## src/rtl/td_retry_pkg.sv

```systemverilog
package td_retry_pkg;
  localparam int PID_W = 2;
  localparam int TOK_W = 8;
  localparam int ST_W  = 4;

  typedef enum logic [2:0] {
    OC_OK     = 3'd0,
    OC_XACT   = 3'd1,
    OC_DBUF   = 3'd2,
    OC_BABBLE = 3'd3,
    OC_STALL  = 3'd4
  } outcome_e;

  localparam logic [PID_W-1:0] PID_OUT   = 2'b00;
  localparam logic [PID_W-1:0] PID_IN    = 2'b01;
  localparam logic [PID_W-1:0] PID_SETUP = 2'b10;
  localparam logic [PID_W-1:0] PID_RSVD  = 2'b11;

  // Status bit positions
  localparam int ST_XACT = 0;
  localparam int ST_DBUF = 1;
  localparam int ST_BAB  = 2;
  localparam int ST_STL  = 3;

  function automatic logic [TOK_W-1:0] pid_to_token(input logic [PID_W-1:0] pid);
    case (pid)
      PID_OUT:   return 8'hE1;
      PID_IN:    return 8'h69;
      PID_SETUP: return 8'h2D;
      default:   return 8'h00;
    endcase
  endfunction

  function automatic logic pid_is_data(input logic [PID_W-1:0] pid);
    return (pid == PID_OUT) || (pid == PID_IN);
  endfunction
endpackage

```

## src/rtl/td_token_map.sv

```systemverilog
module td_token_map
  import td_retry_pkg::*;
(
  input  logic [PID_W-1:0] pid_i,
  input  logic             active_i,
  output logic [TOK_W-1:0] token_o,
  output logic             token_vld_o,
  output logic             rsvd_o
);
  assign rsvd_o      = (pid_i == PID_RSVD);
  assign token_o     = pid_to_token(pid_i);
  assign token_vld_o = active_i & ~rsvd_o;

  always_comb begin
    if (rsvd_o) assert_rsvd_no_token_R9: assert (token_o == '0 && !token_vld_o);
  end
endmodule

```

## src/rtl/td_err_counter.sv

```systemverilog
module td_err_counter #(
  parameter int CNT_W = 2
) (
  input  logic             clk,
  input  logic             rst_n,
  input  logic             load_i,
  input  logic [CNT_W-1:0] load_val_i,
  input  logic             dec_i,
  input  logic             reload_i,
  output logic [CNT_W-1:0] cnt_o,
  output logic             last_err_o
);
  localparam logic [CNT_W-1:0] CNT_MAX = {CNT_W{1'b1}};
  localparam logic [CNT_W-1:0] CNT_ONE = CNT_W'(1);

  logic [CNT_W-1:0] cnt_q;
  logic             counting;

  assign counting   = (cnt_q != '0);
  assign last_err_o = dec_i & (cnt_q == CNT_ONE);
  assign cnt_o      = cnt_q;

  always_ff @(posedge clk or negedge rst_n) begin
    if (!rst_n)                   cnt_q <= '0;
    else if (load_i)              cnt_q <= load_val_i;
    else if (dec_i && counting)   cnt_q <= cnt_q - CNT_ONE;
    else if (reload_i && counting) cnt_q <= CNT_MAX;
  end

  assert_dec_by_one_R2: assert property (@(posedge clk) disable iff (!rst_n)
    (dec_i && cnt_q != '0 && !load_i) |=> (cnt_q == $past(cnt_q) - CNT_ONE));

  assert_zero_holds_R4: assert property (@(posedge clk) disable iff (!rst_n)
    (cnt_q == '0 && !load_i) |=> (cnt_q == '0));
endmodule

```

## src/rtl/td_retry_ctrl.sv

```systemverilog
module td_retry_ctrl
  import td_retry_pkg::*;
#(
  parameter int CNT_W = 2
) (
  input  logic             clk,
  input  logic             rst_n,
  input  logic             load_i,
  input  logic [CNT_W-1:0] load_cnt_i,
  input  logic [PID_W-1:0] load_pid_i,
  input  logic             load_hs_i,
  input  logic             load_async_i,
  input  logic             irq_en_i,
  input  logic             outcome_vld_i,
  input  logic [2:0]       outcome_i,
  output logic [CNT_W-1:0] err_cnt_o,
  output logic             active_o,
  output logic             halted_o,
  output logic [ST_W-1:0]  err_status_o,
  output logic             irq_o,
  output logic [TOK_W-1:0] token_o,
  output logic             token_vld_o,
  output logic             cfg_err_o,
  output logic             illegal_cfg_o
);
  logic             active_q, halted_q, irq_q, illegal_q, hs_q, async_q;
  logic [PID_W-1:0] pid_q;
  logic [ST_W-1:0]  status_q;
  logic [CNT_W-1:0] cnt;

  // Named internal events
  logic live, take;
  logic evt_ok, evt_xact, evt_dbuf, evt_bab, evt_stl;
  logic evt_reload, evt_last, evt_halt;

  assign live     = active_q & ~halted_q;
  assign take     = outcome_vld_i & live & ~load_i;
  assign evt_ok   = take & (outcome_i == OC_OK);
  assign evt_xact = take & (outcome_i == OC_XACT);
  assign evt_dbuf = take & (outcome_i == OC_DBUF);
  assign evt_bab  = take & (outcome_i == OC_BABBLE);
  assign evt_stl  = take & (outcome_i == OC_STALL);
  assign evt_reload = evt_ok & (hs_q | async_q) & pid_is_data(pid_q);
  assign evt_halt = evt_last | evt_bab | evt_stl;

  td_err_counter #(.CNT_W(CNT_W)) u_cnt (
    .clk        (clk),
    .rst_n      (rst_n),
    .load_i     (load_i),
    .load_val_i (load_cnt_i),
    .dec_i      (evt_xact),
    .reload_i   (evt_reload),
    .cnt_o      (cnt),
    .last_err_o (evt_last)
  );

  td_token_map u_tok (
    .pid_i       (pid_q),
    .active_i    (active_q),
    .token_o     (token_o),
    .token_vld_o (token_vld_o),
    .rsvd_o      (cfg_err_o)
  );

  always_ff @(posedge clk or negedge rst_n) begin
    if (!rst_n) begin
      active_q  <= 1'b0;
      halted_q  <= 1'b0;
      irq_q     <= 1'b0;
      illegal_q <= 1'b0;
      hs_q      <= 1'b0;
      async_q   <= 1'b0;
      pid_q     <= PID_OUT;
      status_q  <= '0;
    end else if (load_i) begin
      active_q  <= 1'b1;
      halted_q  <= 1'b0;
      irq_q     <= 1'b0;
      illegal_q <= (load_cnt_i == '0) & ~load_hs_i;
      hs_q      <= load_hs_i;
      async_q   <= load_async_i;
      pid_q     <= load_pid_i;
      status_q  <= '0;
    end else begin
      if (evt_halt) begin
        active_q <= 1'b0;
        halted_q <= 1'b1;
        if (irq_en_i) irq_q <= 1'b1;
      end
      if (evt_last) status_q[ST_XACT] <= 1'b1;
      if (evt_dbuf) status_q[ST_DBUF] <= 1'b1;
      if (evt_bab)  status_q[ST_BAB]  <= 1'b1;
      if (evt_stl)  status_q[ST_STL]  <= 1'b1;
    end
  end

  assign err_cnt_o     = cnt;
  assign active_o      = active_q;
  assign halted_o      = halted_q;
  assign err_status_o  = status_q;
  assign irq_o         = irq_q;
  assign illegal_cfg_o = illegal_q;

  assert_halt_inactive_R3: assert property (@(posedge clk) disable iff (!rst_n)
    halted_q |-> !active_q);

  assert_irq_gated_R12: assert property (@(posedge clk) disable iff (!rst_n)
    (evt_halt && !irq_en_i && !irq_q) |=> !irq_q);

  assert_ignore_halted_R10: assert property (@(posedge clk) disable iff (!rst_n)
    (halted_q && !load_i) |=> (halted_q && $stable(status_q) && $stable(cnt)));

  assert_dbuf_keeps_R5: assert property (@(posedge clk) disable iff (!rst_n)
    evt_dbuf |=> (cnt == $past(cnt) && !halted_q));

  assert_babstall_halts_R6: assert property (@(posedge clk) disable iff (!rst_n)
    (evt_bab || evt_stl) |=> (halted_q && cnt == $past(cnt)));
endmodule

```

## config.mk

```make
export PLATFORM = sky130hd
export DESIGN_NAME = td_retry_ctrl
export DESIGN_NICKNAME = d
export VERILOG_FILES = /design/src/rtl/td_retry_pkg.sv /design/src/rtl/td_token_map.sv /design/src/rtl/td_err_counter.sv /design/src/rtl/td_retry_ctrl.sv
export SDC_FILE = /design/constraint.sdc
export NUM_CORES = 1
export LEC_CHECK = 0
export BUFFER_PORTS_ARGS = -buffer_cell sky130_fd_sc_hd__buf_2
export CORE_MARGIN = 3
export CORE_UTILIZATION = 44
export CTS_CLUSTER_DIAMETER = 200
export DETAILED_ROUTE_END_ITERATION = 8
export MAX_ROUTING_LAYER = met4
export PLACE_DENSITY = 0.81
export RECOVER_POWER = 100
export SLEW_MARGIN = 20
export SYNTH_ARGS = -nofsm -noshare
export SYNTH_HDL_FRONTEND = slang
export SYNTH_SLANG_ARGS = --single-unit
```

## constraint.sdc

```tcl
create_clock -name clk -period 1.82 [get_ports clk]
set_input_delay 0.273 -clock clk [delete_from_list [all_inputs] [get_ports clk]]
set_output_delay 0.273 -clock clk [all_outputs]
set_load 0.005 [all_outputs]
```

==> results_dict.tcl, run 1 <==
set metrics [dict create \
    status "completed" \
    wirelength_um 1720 \
    setup_tns_ns 0 \
    track_usage_pct 18.7 \
    ios 34 \
    peakVddDrop_mv 0.413 \
    syn_avg_cell_area_um2 10.4 \
    yosysTopAreaCell "dfrtp_1" \
    drc 0 \
    syn_inst 73 \
    grt_pass1_wl_um 2770 \
    yosysSeqAreaShare_pct 46.4 \
    dr.pass1.iters 4 \
    initial_core_util_pct 48.5 \
    fmax_mhz 602 \
    r2r_slack_ns 0.16 \
    r2r_start "pid_q[0]" \
    relSlewSlack_pct 50.0 \
    hold_path.class "in -> reg" \
    die_area_um2 2250 \
    syn2layout_area_growth_pct 25.7 \
    period_minus_slack_ns 1.66 \
    finalHoldViolations 0 \
    vias 663 \
    ant_nets 0 \
    drive_gt1_share_pct 28.0 \
    cts.clk_slew.worst_paths_ns 0.09 \
    critPathLaunchType "flop" \
    antenna_found_initial 0 \
    fp-row-count 14 \
    fin_hold_ws_ns 0.173 \
    setup_viol 0 \
    timing.rr.end "u_cnt.cnt_o[0]" \
    reg2regPathDepth 6 \
    p_leak_nw 0.486 \
    synth_flop_cell "dfrtp_1" \
    cts_buffer_depth 2 \
    port_buffers 31 \
    end_kind "flop" \
    arrival_ns 1.84 \
    cts_buffers 3 \
    async_reset_ff_share_pct 100 \
    skew_ns 0.00319 \
    design_area_um2 950 \
    ys_types 28 \
    synth_edf_count 0 \
    routedWlPerCell_um 14.0 \
    grt_start_max_net_pins 15 \
    rsz0062_at_grt "no" \
    n_antenna_cell 0 \
    die_y_um 47.4 \
    nets 129 \
    synth-seq-cells 14 \
    drv_cap 0 \
    hold_start "load_hs_i" \
    clk_latency_ns 0.29 \
    dpl.hpwl_um 1370 \
    gr-total-overflow 0 \
    post-route-period-util_pct 91.3 \
    gp_congestion 0.760 \
    min_to "illegal_cfg_o" \
    critPathMaxFanout 4 \
    cp.required_ns 2.00 \
    ys_top_cells_by_count "dfrtp_1, inv_1, nor2_1, ha_1, nand2_1" \
    synth_area_um2 756 \
    htreeDepth 1 \
    cts_tree "done" \
    dieWidth_um 47.4 \
    holdPathStages 2 \
    grt_pass1_vias 615 \
    crit_type "reg -> reg" \
    clock_sinks 14 \
    cts_root_buffer "clkbuf_4" \
    power_density_nw_per_um2 752 \
    synth.top_cell.area_share_pct 46.4 \
    coreArea_um2 1560 \
    placed_area_um2 916 \
    synthTopCellsByArea "dfrtp_1, ha_1, inv_1, mux2_2, nor2_1" \
    viasPerCell 5.39 \
    slew_violations 0 \
    yosysWarningCount 0 \
    drt_iter0_markers 4 \
    tightest_slew_ns 0.750 \
    cts_setup_buffers 0 \
    yosysMostFrequentCell "dfrtp_1" \
]
critical path, stage by stage, from the launching register on:
cell      delay [ns]
dfrtp_1         0.41
inv_1           0.10
ha_1            0.21
nor2_1          0.16
o21bai_1        0.11
a31oi_2         0.20
mux2_2          0.36
where the power goes:
group	switching, W	total, W	internal, W
combinational	0.0000766	0.000139	0.0000620
sequential	0.0000152	0.000346	0.000330
clock	0.000108	0.000230	0.000122
total	0.000200	0.000714	0.000514
logic make-up (layout without fill, tap and decap cells):
| group | count (synthesis) | count (layout) | synth area share (%) |
|---|---|---|---|
| AO/OA/AOI/OAI | 15 | 15 | 14.7 |
| adder cells (fa/ha/maj) | 7 | 7 | 11.6 |
| buffers and inverters | 13 | 46 | 7.95 |
| flip-flops | 14 | 14 | 46.4 |
| multiplexers | 3 | 3 | 4.47 |
| other | 1 | 2 | 0.496 |
| AND/OR/NAND/NOR | 20 | 20 | 14.4 |
state kept, by name (all words and copies together) (netlist names):
name,flops
u_cnt.cnt_o,2
async_q,1
irq_o,1
illegal_cfg_o,1
err_status_o,4
active_o,1
hs_q,1
halted_o,1
pid_q,2
layout by cell type (no fill, tap or decap):
cell / netlist / layout
nand2b_1: 3 / 3
and3b_1: 1 / 1
conb_1: 1 / 2
a21oi_1: 1 / 1
and4bb_1: 0 / 1
clkbuf_4: 0 / 3
nor2b_1: 1 / 1
buf_2: 0 / 20
ha_1: 7 / 7
buf_1: 0 / 1
dfrtp_1: 14 / 14
clkbuf_2: 0 / 2
clkbuf_8: 0 / 1
nor4b_1: 1 / 1
inv_1: 9 / 9
a31oi_2: 0 / 1
o32ai_1: 1 / 1
o41ai_1: 1 / 1
o21bai_1: 1 / 1
a22o_1: 1 / 1
a21o_1: 1 / 1
clkbuf_1: 1 / 9
nor3_1: 1 / 1
a32oi_1: 1 / 1
o21ai_0: 2 / 2
a221oi_1: 1 / 1
mux2_2: 3 / 3
a32o_1: 1 / 1
o2bb2ai_1: 1 / 1
nand2_1: 4 / 4
nor2_1: 8 / 8
o22ai_1: 1 / 1
dlygate4sd3_1: 0 / 1
a31oi_1: 2 / 1
routing by layer:
layer	part of all wire [%]	track usage [%]	up-vias
met3	5.8	2.63	9
met2	52	28.9	26
met5	0	-	-
met1	38	22.2	311
li1	-	-	317
met4	4.6	13.3	0
how the worst max path moves through the flow:
stage	end	slack, ns	startpoint
2_1_floorplan	u_cnt.cnt_o[0]	0.30	pid_q[0]
3_3_place_gp	u_cnt.cnt_o[0]	0.27	pid_q[0]
3_5_place_dp	u_cnt.cnt_o[0]	0.15	pid_q[1]
4_1_cts	u_cnt.cnt_o[0]	0.14	pid_q[0]
5_1_grt	u_cnt.cnt_o[0]	0.004	pid_q[0]
6_report	u_cnt.cnt_o[0]	0.16	pid_q[0]
layout make-up:
type / count / area, um^2
Fill cell: 147 / 609
Sequential cell: 14 / 350
Timing Repair Buffer: 33 / 158
Inverter: 9 / 33.8
Clock buffer: 4 / 36.3
Tap cell: 16 / 20.0
Multi-Input combinational cell: 47 / 352
timing repair:
action / 4_1_cts / 5_1_grt
hold buffers: 1 / 0
endpoints found under the hold margin: 14 / 0
endpoints found under the setup margin: 0 / 1
gates resized for setup: 0 / 1
through the flow:
step	instances	util [%]	setup WS, ns	total power (W)
2_1_floorplan	74	-	0.299	0.000426
3_3_place_gp	118	58.7	0.268	0.000486
3_5_place_dp	118	58.7	0.154	0.000493
4_1_cts	123	61.7	0.137	0.000725
5_1_grt	123	60.9	0.00366	0.000751
6_report	123	60.9	0.158	0.000714
Power figures use the tool's default switching activity.
==> inputs of run 2 (changes only) <==
Settings changed: REMOVE_ABC_BUFFERS set to 1.
==> run 2 against run 1 <==
Core utilization is 1.2 points lower. Clock skew is 0.0015 ns lower. Routed wire length is 10% lower. Register-to-register slack better by 0.03 ns. Sequential power hardly changed. Clock power is 28% lower. Maximum frequency is 1.7% higher. Hold slack better by 0.023 ns. Combinational power is 4% lower. Critical endpoint unchanged.
==> results_dict.tcl, run 2 (synthesis results as in run 1) <==
set metrics [dict create \
    setup_tns_ns 0 \
    tightest_slew_ns 0.726 \
    die_y_um 47.4 \
    setup_ws_ns 0.187 \
    grt_pass1_vias 552 \
    layout_common_cells "buf_2, dfrtp_1, clkbuf_1, inv_1, nor2_1" \
    drive_gt1_share_pct 23.6 \
    fmax_mhz 612 \
    cp.required_ns 1.98 \
    end_kind "flop" \
    place_ws_ns 0.156 \
    die_area_um2 2250 \
    relSlewSlack_pct 51.6 \
    viasPerCell 5.13 \
    grt_pass1_wl_um 2350 \
    wirelength_um 1550 \
    clk_latency_ns 0.27 \
    hold_path.class "in -> reg" \
    antenna_found_initial 0 \
    crit_type "reg -> reg" \
    p_leak_nw 0.464 \
    largest_reg_flops 4 \
    final_common_cell "buf_2" \
    dieWidth_um 47.4 \
    ios 34 \
    track_usage_pct 15.5 \
    syn2layout_area_growth_pct 23.2 \
    post-route-period-util_pct 89.7 \
    slowest_delay_ns 0.40 \
    critPathLaunchType "flop" \
    slew_violations 0 \
    design_area_um2 931 \
    grt_start_max_net_pins 15 \
    peakVddDrop_mv 0.399 \
    gr-total-overflow 0 \
    coreArea_um2 1560 \
    drt_iter0_markers 4 \
    rsz0062_at_grt "no" \
    period_minus_slack_ns 1.63 \
    ant_nets 0 \
    drv_cap 0 \
    dr.pass1.iters 4 \
    dpl.hpwl_um 1230 \
    placed_area_um2 916 \
    initial_core_util_pct 48.5 \
    crit_buf_inv 1 \
    nets 129 \
    arrival_ns 1.79 \
    cts_root_buffer "clkbuf_4" \
    clock_sinks 14 \
    skew_ns 0.00169 \
    cts_buffers 3 \
    path_cells "inv_1 > ha_1 > nor2_1 > o21bai_1 > a31oi_2 > mux2_2" \
    cpMaxStageDelayCell "dfrtp_1" \
    vias 626 \
    status "completed" \
    htreeDepth 1 \
    cts_tree "done" \
    cts_buffer_depth 2 \
    finalHoldViolations 0 \
    setup_viol 0 \
    n_antenna_cell 0 \
    routedWlPerCell_um 12.7 \
    fp-row-count 14 \
    cts.clk_slew.worst_paths_ns 0.08 \
    drc 0 \
    gp_congestion 0.829 \
    power_density_nw_per_um2 691 \
    critical_path.top_delay_family "flip-flops" \
    port_buffers 31 \
    critPathMaxFanout 4 \
    cts_setup_buffers 0 \
]
-- run 2: final timing paths --
kind | from | to | slack, ns | cells past startpoint
min in group asynchronous | rst_n | halted_o | 0.57 | 2
min reg2reg | err_status_o[0] | err_status_o[0] | 0.50 | 1
max in group asynchronous | rst_n | err_status_o[2] | 0.79 | 2
min | load_hs_i | illegal_cfg_o | 0.20 | 2
max | pid_q[0] | u_cnt.cnt_o[0] | 0.19 | 6
max reg2reg | pid_q[0] | u_cnt.cnt_o[0] | 0.19 | 6
-- run 2: cell type report --
| class | instances | area (um^2) |
|---|---|---|
| repair buffers | 33 | 153 |
| well taps | 16 | 20.0 |
| fillers | 161 | 628 |
| flip-flops and latches | 14 | 350 |
| inverters | 9 | 33.8 |
| clock buffers | 3 | 22.5 |
| multi-input cells | 47 | 352 |
-- run 2: repair_timing --
action                                  4_1_cts  5_1_grt
endpoints found under the setup margin        0        1
hold buffers                                  1        0
endpoints found under the hold margin        14        0
gates resized for setup                       0        1
-- run 2: routing by layer --
metal  up-vias  wire, um  GRT usage [%]
li1        313         -              -
met1       289       691           19.1
met2        22       748           24.3
met3         2        96           2.26
met4         0        12           8.29
met5         -         0              -
-- run 2: power breakdown --
group,internal (W),switching (W)
sequential,0.000330,0.0000150
clock,0.0000765,0.0000888
combinational,0.0000601,0.0000728
-- run 2: through the flow --
step | total power, W | hold WS [ns] | util [%] | std cells
floorplan | 0.000418 | -0.0226 | - | 70
global placement | 0.000485 | 0.181 | 58.7 | 118
detailed placement | 0.000490 | 0.184 | 58.7 | 118
CTS | 0.000659 | 0.193 | 60.8 | 122
global route | 0.000683 | 0.205 | 59.7 | 122
finish | 0.000643 | 0.196 | 59.7 | 122
-- run 2: worst reg2reg max path, stage by stage, from the launching register on --
cell and delay (ns):
dfrtp_1 0.40, inv_1 0.09, ha_1 0.22, nor2_1 0.14, o21bai_1 0.10, a31oi_2 0.20, mux2_2 0.37
==> inputs of run 3 (changes only) <==
Settings changed: CORE_UTILIZATION 44 to 45, CTS_BUF_LIST set to sky130_fd_sc_hd__clkbuf_16, PLACE_DENSITY 0.81 to 0.82.
==> run 3 against run 2 <==
First-iteration DRC count up 50%. Largest power group is now clock. Register-to-register slack hardly changed. Critical endpoint unchanged. Final area increased by 4.8%. Routed wire length up 1.7%. Maximum frequency fell by 0.89%. Via count grew 1.9%. Sequential power about the same. Clock power is 140% higher. Clock skew grew 0.0016 ns. Cell count is the same. Sequential share of layout area decreased by 1.7 points.
==> results_dict.tcl, run 3 (synthesis results as in run 1) <==
set metrics [dict create \
    drt_iter0_markers 6 \
    dpl.hpwl_um 1190 \
    drc 0 \
    reg2regPathDepth 6 \
    worstSetupEndpoint "u_cnt.cnt_o[0]" \
    grt_start_max_net_pins 15 \
    final_util_pct 63.3 \
    initial_core_util_pct 49.0 \
    p_leak_nw 0.486 \
    die_area_um2 2210 \
    hold_path.class "in -> reg" \
    gr-total-overflow 0 \
    routedWlPerCell_um 12.9 \
    power_frac_comb_pct 15.2 \
    cts.clk_slew.worst_paths_ns 0.04 \
    fillers 151 \
    power_w 0.000874 \
    die_y_um 47.0 \
    peakVddDrop_mv 0.565 \
    drive_gt1_share_pct 21.7 \
    r2r_slack_ns 0.17 \
    design_area_um2 976 \
    clock_sinks 14 \
    power_density_nw_per_um2 896 \
    skew_ns 0.00324 \
    vias 638 \
    p_clk_share_pct 45.1 \
    cts_root_buffer "clkbuf_16" \
    syn2layout_area_growth_pct 29.1 \
    dieWidth_um 47.0 \
    crit_start "pid_q[0]" \
    placed_area_um2 916 \
    end_kind "flop" \
    timing.rr.end "u_cnt.cnt_o[0]" \
    seqPwrFrac_pct 39.7 \
    period_minus_slack_ns 1.65 \
    final_common_cell "buf_2" \
    met3_length_um 115 \
    coreArea_um2 1540 \
    place_ws_ns 0.188 \
    r2r_start "pid_q[0]" \
    p_sw_share_pct 22.5 \
    status "completed" \
    finalHoldViolations 0 \
    critPathMaxFanout 4 \
    drv_cap 0 \
    ios 34 \
    switchingPower_w 0.000197 \
    top_layer "met4" \
    grt_pass1_wl_um 2570 \
    met2WireLength_um 773 \
    intPower_w 0.000678 \
    setup_tns_ns 0 \
    met1_length_um 681 \
    n_antenna_cell 0 \
    ant_nets 0 \
    grt_pass1_vias 596 \
    relSlewSlack_pct 49.8 \
    nets 129 \
    setup_viol 0 \
    dr.pass1.iters 3 \
    rsz0062_at_grt "no" \
    cts_buffer_depth 2 \
    fmax_mhz 607 \
    critPathLaunchType "flop" \
    slew_violations 0 \
    arrival_ns 1.77 \
    antenna_found_initial 0 \
    wirelength_um 1580 \
    crit_type "reg -> reg" \
    port_buffers 31 \
    htreeDepth 1 \
    post-route-period-util_pct 90.5 \
    cts_tree "done" \
    viasPerCell 5.23 \
    layout_common_cells "buf_2, clkbuf_1, dfrtp_1, inv_1, nor2_1" \
    gp_congestion 0.801 \
    track_usage_pct 17.0 \
    setup_ws_ns 0.172 \
    fp-row-count 14 \
    cts_buffers 3 \
    clk_latency_ns 0.24 \
    tightest_slew_ns 0.753 \
    cp.required_ns 1.94 \
    largest_reg_flops 4 \
]
[run 3: critical path, cell delays in order, from the launching register on]
cell and delay (ns):
dfrtp_1 0.39, inv_1 0.09, ha_1 0.22, nor2_1 0.14
o21bai_1 0.09, a31oi_1 0.24, mux2_2 0.36
[run 3: metal layers]
| metal | vias to the layer above | GRT usage (%) |
|---|---|---|
| met1 | 302 | 21.9 |
| met5 | - | - |
| li1 | 314 | - |
| met3 | 2 | 3.45 |
| met4 | 0 | 4.97 |
| met2 | 20 | 26.8 |
[run 3: how the worst min path moves through the flow]
stage	startpoint	slack, ns	cells after the start	to
after global routing	load_hs_i	0.24	2	illegal_cfg_o
after detailed placement	rst_n	0.18	1	err_status_o[1]
final	load_hs_i	0.23	2	illegal_cfg_o
after CTS	load_hs_i	0.23	2	illegal_cfg_o
after floorplan	rst_n	-0.02	0	active_o
after global placement	rst_n	0.18	1	irq_o
[run 3: metrics by stage]
step / hold WS [ns] / instances
after CTS: 0.233 / 122
after global placement: 0.178 / 118
after floorplan: -0.0226 / 70
after global routing: 0.238 / 122
after detailed placement: 0.182 / 118
final: 0.234 / 122
[run 3: timing repair]
| action | in CTS | in global routing |
|---|---|---|
| hold endpoints to repair | 14 | 0 |
| setup buffers | 0 | 0 |
| hold buffers | 1 | 0 |
| gates resized for setup | 0 | 0 |
[run 3: power by group through the flow]
| stage | clock [W] | combinational, W | sequential (W) |
|---|---|---|---|
| 6_report | 0.000395 | 0.000132 | 0.000347 |
| 5_1_grt | 0.000413 | 0.000152 | 0.000350 |
| 4_1_cts | 0.000404 | 0.000142 | 0.000347 |
| 3_5_place_dp | 0 | 0.000138 | 0.000351 |
| 3_3_place_gp | 0 | 0.000135 | 0.000350 |
| 2_1_floorplan | 0 | 0.0000680 | 0.000350 |
[run 3: cell type report]
| type | instances | area (um^2) | area share (%) |
|---|---|---|---|
| clock buffers | 3 | 75.1 | 7.69 |
| inverters | 9 | 33.8 | 3.46 |
| multi-input cells | 47 | 345 | 35.4 |
| flip-flops and latches | 14 | 350 | 35.9 |
| well taps | 16 | 20.0 | 2.05 |
| repair buffers | 33 | 151 | 15.5 |
